===== config.mk =====
export PLATFORM = sky130hd
export DESIGN_NAME = tmr_unit
export DESIGN_NICKNAME = d
export VERILOG_FILES = /design/src/rtl/tmr_pkg.sv /design/src/rtl/tmr_ctrl.sv /design/src/rtl/tmr_datapath.sv /design/src/rtl/tmr_unit.sv
export SDC_FILE = /design/constraint.sdc
export NUM_CORES = 1
export LEC_CHECK = 0
export BUFFER_PORTS_ARGS = -buffer_cell sky130_fd_sc_hd__buf_4
export CORE_UTILIZATION = 49
export CTS_CLUSTER_DIAMETER = 50
export DETAILED_ROUTE_END_ITERATION = 8
export GPL_TIMING_DRIVEN = 0
export PLACE_DENSITY = 0.8
export SLEW_MARGIN = 20
export SYNTH_ARGS = -nofsm -noshare
export SYNTH_HDL_FRONTEND = slang
export SYNTH_HIERARCHICAL = 1
export SYNTH_SLANG_ARGS = --single-unit

===== constraint.sdc =====
create_clock -name clk -period 2.1 [get_ports clk]
set_clock_uncertainty 0.05 [all_clocks]
set_input_delay 0.21 -clock clk [delete_from_list [all_inputs] [get_ports clk]]
set_output_delay 0.21 -clock clk [all_outputs]
set_load 0.03 [all_outputs]

===== src/rtl/tmr_pkg.sv =====
package tmr_pkg;
  typedef enum logic [1:0] {
    SEL_LOW  = 2'd0,
    SEL_HIGH = 2'd1,
    SEL_MODE = 2'd2,
    SEL_CTRL = 2'd3
  } selT;

  typedef enum logic [1:0] {
    MODE_13     = 2'd0,
    MODE_16     = 2'd1,
    MODE_RELOAD = 2'd2,
    MODE_SPLIT  = 2'd3
  } modeT;

  // strobes from control to datapath, valid for one clock
  typedef struct packed {
    logic incLow;
    logic incHigh;
    logic wrLow;
    logic wrHigh;
    logic wrFlags;
    logic flagAData;
    logic flagBData;
    logic ackA;
    logic ackB;
  } stepT;
endpackage


===== src/rtl/tmr_ctrl.sv =====
module tmr_ctrl
  import tmr_pkg::*;
(
  input  logic       clk,
  input  logic       rstN,
  input  logic       mcTick,
  input  logic       extPin,
  input  logic       gatePin,
  input  logic       wrEn,
  input  logic [1:0] wrSel,
  input  logic [3:0] cfgData,
  input  logic       ackA,
  input  logic       ackB,
  output modeT       modeSel,
  output logic [3:0] modeBits,
  output logic       runAQ,
  output logic       runBQ,
  output stepT       step
);
  logic [3:0] modeQ;
  logic       prevSample;
  logic       fallSeen;
  logic       enableA;
  logic       lowEvent;
  logic       wrLowHit;
  logic       wrHighHit;
  logic       cntSel;
  logic       gateOn;
  selT        sel;

  assign sel      = selT'(wrSel);
  assign modeSel  = modeT'(modeQ[1:0]);
  assign cntSel   = modeQ[2];
  assign gateOn   = modeQ[3];
  assign modeBits = modeQ;

  always_ff @(posedge clk) begin
    if (!rstN) begin
      modeQ      <= '0;
      runAQ      <= 1'b0;
      runBQ      <= 1'b0;
      prevSample <= 1'b0;
    end else begin
      if (wrEn && sel == SEL_MODE) modeQ <= cfgData;
      if (wrEn && sel == SEL_CTRL) begin
        runAQ <= cfgData[0];
        runBQ <= cfgData[1];
      end
      if (mcTick) prevSample <= extPin;
    end
  end

  assign fallSeen  = prevSample & ~extPin;
  assign enableA   = runAQ & (~gateOn | gatePin);
  assign lowEvent  = cntSel ? fallSeen : 1'b1;
  assign wrLowHit  = wrEn && sel == SEL_LOW;
  assign wrHighHit = wrEn && sel == SEL_HIGH;

  always_comb begin
    step           = '0;
    step.wrLow     = wrLowHit;
    step.wrHigh    = wrHighHit;
    step.wrFlags   = wrEn && sel == SEL_CTRL;
    step.flagAData = cfgData[2];
    step.flagBData = cfgData[3];
    step.ackA      = ackA;
    step.ackB      = ackB;
    if (modeSel == MODE_SPLIT) begin
      step.incLow  = mcTick & enableA & lowEvent & ~wrLowHit;
      step.incHigh = mcTick & runBQ & ~wrHighHit;
    end else begin
      step.incLow  = mcTick & enableA & lowEvent & ~wrLowHit & ~wrHighHit;
      step.incHigh = 1'b0;
    end
  end
endmodule


===== src/rtl/tmr_datapath.sv =====
module tmr_datapath
  import tmr_pkg::*;
#(
  parameter int BYTE_W = 8,
  parameter int PRE_W  = 5
) (
  input  logic              clk,
  input  logic              rstN,
  input  modeT              modeSel,
  input  stepT              step,
  input  logic [BYTE_W-1:0] wrData,
  output logic [BYTE_W-1:0] lowQ,
  output logic [BYTE_W-1:0] highQ,
  output logic              flagAQ,
  output logic              flagBQ
);
  localparam int WIDE_W = 2 * BYTE_W;

  logic [BYTE_W-1:0] lowN;
  logic [BYTE_W-1:0] highN;
  logic [PRE_W-1:0]  preN;
  logic [WIDE_W-1:0] wideN;
  logic              ovfA;
  logic              ovfB;
  logic              flagAN;
  logic              flagBN;

  always_comb begin
    lowN  = lowQ;
    highN = highQ;
    preN  = lowQ[PRE_W-1:0];
    wideN = {highQ, lowQ};
    ovfA  = 1'b0;
    ovfB  = 1'b0;
    unique case (modeSel)
      MODE_13: if (step.incLow) begin
        preN = lowQ[PRE_W-1:0] + 1'b1;
        lowN[PRE_W-1:0] = preN;
        if (&lowQ[PRE_W-1:0]) begin
          highN = highQ + 1'b1;
          ovfA  = &highQ;
        end
      end
      MODE_16: if (step.incLow) begin
        wideN = {highQ, lowQ} + 1'b1;
        {highN, lowN} = wideN;
        ovfA = &{highQ, lowQ};
      end
      MODE_RELOAD: if (step.incLow) begin
        if (&lowQ) begin
          lowN = highQ;
          ovfA = 1'b1;
        end else begin
          lowN = lowQ + 1'b1;
        end
      end
      MODE_SPLIT: begin
        if (step.incLow) begin
          lowN = lowQ + 1'b1;
          ovfA = &lowQ;
        end
        if (step.incHigh) begin
          highN = highQ + 1'b1;
          ovfB  = &highQ;
        end
      end
      default: ;
    endcase
    if (step.wrLow)  lowN  = wrData;
    if (step.wrHigh) highN = wrData;
    flagAN = ((step.wrFlags ? step.flagAData : flagAQ) & ~step.ackA) | ovfA;
    flagBN = ((step.wrFlags ? step.flagBData : flagBQ) & ~step.ackB) | ovfB;
  end

  always_ff @(posedge clk) begin
    if (!rstN) begin
      lowQ   <= '0;
      highQ  <= '0;
      flagAQ <= 1'b0;
      flagBQ <= 1'b0;
    end else begin
      lowQ   <= lowN;
      highQ  <= highN;
      flagAQ <= flagAN;
      flagBQ <= flagBN;
    end
  end
endmodule


===== src/rtl/tmr_unit.sv =====
module tmr_unit
  import tmr_pkg::*;
#(
  parameter int BYTE_W = 8,
  parameter int PRE_W  = 5
) (
  input  logic              clk,
  input  logic              rstN,
  input  logic              mcTick,
  input  logic              extPin,
  input  logic              gatePin,
  input  logic              wrEn,
  input  logic [1:0]        wrSel,
  input  logic [BYTE_W-1:0] wrData,
  input  logic              ackA,
  input  logic              ackB,
  output logic [BYTE_W-1:0] lowByte,
  output logic [BYTE_W-1:0] highByte,
  output logic [3:0]        modeReg,
  output logic              runA,
  output logic              runB,
  output logic              flagA,
  output logic              flagB
);
  modeT modeSel;
  stepT step;

  tmr_ctrl u_ctrl (
    .clk(clk), .rstN(rstN), .mcTick(mcTick), .extPin(extPin), .gatePin(gatePin),
    .wrEn(wrEn), .wrSel(wrSel), .cfgData(wrData[3:0]), .ackA(ackA), .ackB(ackB),
    .modeSel(modeSel), .modeBits(modeReg), .runAQ(runA), .runBQ(runB), .step(step)
  );

  tmr_datapath #(.BYTE_W(BYTE_W), .PRE_W(PRE_W)) u_dp (
    .clk(clk), .rstN(rstN), .modeSel(modeSel), .step(step), .wrData(wrData),
    .lowQ(lowByte), .highQ(highByte), .flagAQ(flagA), .flagBQ(flagB)
  );
endmodule


==> flow_summary.ini <==
[worst_setup_path]
path_max_fanout = 5
crit_arrival_ps = 2180
crit_required_ps = 2210
start_kind = register
crit_type = register to register
endpoint_kind = register

[logic_synthesis]
ys_top_cells_by_area = dfxtp_1, ha_1, nand3_1
synth_seq_area_share_pct = 26.1
syn_area_sq_mm = 0.00191
ys_async_sr_fraction_pct = 0
yosysTopAreaCell = dfxtp_1
synth_ff_type = dfxtp_1
synth_edf_count = 0
synth_nets = 262
synthDistinctLibCells = 61
yosys_warnings = 6
yosysTopAreaCellShare_pct = 26.1
ys_seq_elements = 25
syn_avg_cell_area_sq_um = 8.08
syn_inst = 237

[placement]
place.gp.congestion = 0.930
place_inst = 324
io_buffers = 39
dp_hpwl_mm = 4.06

[layout]
seq_area_sq_um = 523
diodes = 0
finish.net_count = 318
layout_commonest_cell = buf_4
finish.utilization_pct = 69.1
final_layout_size_suffix_gt1_share_pct = 35.3
fillers = 305
layout_common_cells = buf_4, dfxtp_1, nand2_1
stdcell_count = 340
syn_to_final_growth_pct = 34.1
multiInputGateArea_sq_mm = 0.00135

[cts]
htreeDepth = 1
numCtsBuffers = 3
clock_latency_ps = 270
clock_path_buffers = 2
cts.sinks = 25
path_clk_slew_ps = 90
cts_root_buffer = clkbuf_8
cts_tree = yes

[hold_path]
worstHoldPathType = input pin to register

[route]
drtIter0Drc = 273
drtPass1Iterations = 5
dr_total_vias = 2168
drc = 0
vias_per_cell = 6.38
avgRoutedWirePerCell_um = 17.5
ant_nets = 0
wirelength_mm = 5.95

[floorplan]
core-area_sq_mm = 0.00372
rows = 22
die_h_um = 64.5
io_pins = 42
start_util_pct = 51.5
die-area_sq_mm = 0.00416
die_w_um = 64.5

[run_status]
run_status = completed

[timing]
hold_viol = 0
max_slew_margin_pct = 58.2
period_minus_slack_ps = 2070
rsz0062_at_grt = true
setup_tns_ps = 0
worst_pin_slew_ps = 628
finalSetupViolations = 0
timing.fmax_mhz = 482
slew_violations = 0
whs_ps = 161
fin_crit_sh_pct = 98.8

[power]
p_sw_share_pct = 33.1
p_leak_nw = 1.01
power.switching_w = 0.000382
vdd_drop_max_mv = 0.337
power_frac_clock_pct = 26.0
internal-power_w = 0.000770
combPwrFrac_pct = 28.0
seqPwrFrac_pct = 46.0
powerDensity_mw_per_mm2 = 449

[global_routing]
grt_max_degree = 15
grt_overflow = 0
grt_use_total_pct = 29.1
grt_pass1_vias = 1937
antenna_found_initial = 0
grt_pass1_wl_mm = 9.45

[flow_run]
max_cap_viol_count = 0
power by group through the flow:
stage	logic, W	clock network [W]	registers [W]
after floorplan	0.000142	0	0.000572
after global placement	0.000274	0	0.000541
after detailed placement	0.000277	0	0.000542
after CTS	0.000285	0.000301	0.000531
after global routing	0.000344	0.000317	0.000535
final	0.000323	0.000299	0.000530
routing by layer:
| layer | part of all wire [%] | global-route usage [%] | vias up |
|---|---|---|---|
| li1 | - | - | 1021 |
| met1 | 45 | 41.3 | 1009 |
| met2 | 46 | 44.2 | 121 |
| met3 | 7.2 | 3.52 | 17 |
| met4 | 2.6 | 12.2 | 0 |
| met5 | 0 | 0 | - |
final cells by class:
class	instances	share of cell area (%)
multi-input cells	177	52.4
flip-flops and latches	25	20.4
repair buffers	52	15.2
plain buffers	20	5.51
inverters	14	2.34
well taps	48	2.34
clock buffers	3	1.61
clock inverters	1	0.195
registers in the layout, summed over array words and instances, names as in the netlist:
register	flops
u_dp/highQ	8
u_ctrl/modeBits	4
u_ctrl/prevSample	1
u_dp/flagBQ	1
u_dp/lowQ	8
u_dp/flagAQ	1
u_ctrl/runAQ	1
u_ctrl/runBQ	1
worst max-delay path, stage by stage, from the launching register on:
cell      delay (ps)
dfxtp_4          390
nand3_4           80
a221oi_4         340
a21bo_4          180
nand4_1          170
buf_6            180
buf_4            130
o31ai_2          310
a31oi_4          110
cells in the mapped netlist, types with 7 or more instances:
| library cell | instances |
|---|---|
| nand4_1 | 9 |
| nand2_1 | 16 |
| nand3_1 | 14 |
| dfxtp_1 | 25 |
| a31oi_1 | 8 |
| inv_1 | 10 |
| buf_4 | 9 |
| nor2_1 | 9 |
| o211ai_1 | 7 |
| ha_1 | 7 |
| o21ai_0 | 11 |
per-stage QoR:
step / power [W] / instance area [sq um] / setup WS (ps)
after floorplan: 0.000713 / 1970 / 24.5
final: 0.00115 / 2570 / 26.1
after global placement: 0.000815 / 2320 / -159
after CTS: 0.00112 / 2410 / 5.22
after global routing: 0.00120 / 2570 / -33.7
after detailed placement: 0.000819 / 2320 / -155
path summary, 6_finish.rpt:
kind	from	endpoint	slack [ps]	depth (start not counted)
max	u_ctrl/modeBits[0]	u_dp/highQ[4]	30	8
min	wrData[3]	u_ctrl/modeBits[3]	160	3
max reg2reg	u_ctrl/modeBits[0]	u_dp/highQ[4]	30	8
min reg2reg	u_ctrl/runAQ	u_ctrl/runAQ	440	2
cells by family after synthesis:
| group | synth area share [%] |
|---|---|
| AND/OR/NAND/NOR | 28.0 |
| AO/OA/AOI/OAI | 29.1 |
| buffers and inverters | 10.1 |
| flip-flops | 26.1 |
| adder cells (fa/ha/maj) | 4.57 |
| multiplexers | 1.57 |
| XOR/XNOR | 0.458 |
repair_timing:
| action | 4_1_cts | 5_1_grt |
|---|---|---|
| pin swaps | 3 | 14 |
| resized for setup | 5 | 17 |
| setup endpoints to repair | 3 | 10 |
| setup buffers | 4 | 9 |
| hold buffers | 0 | 0 |
Note: power is estimated with default switching activity, not from simulation.
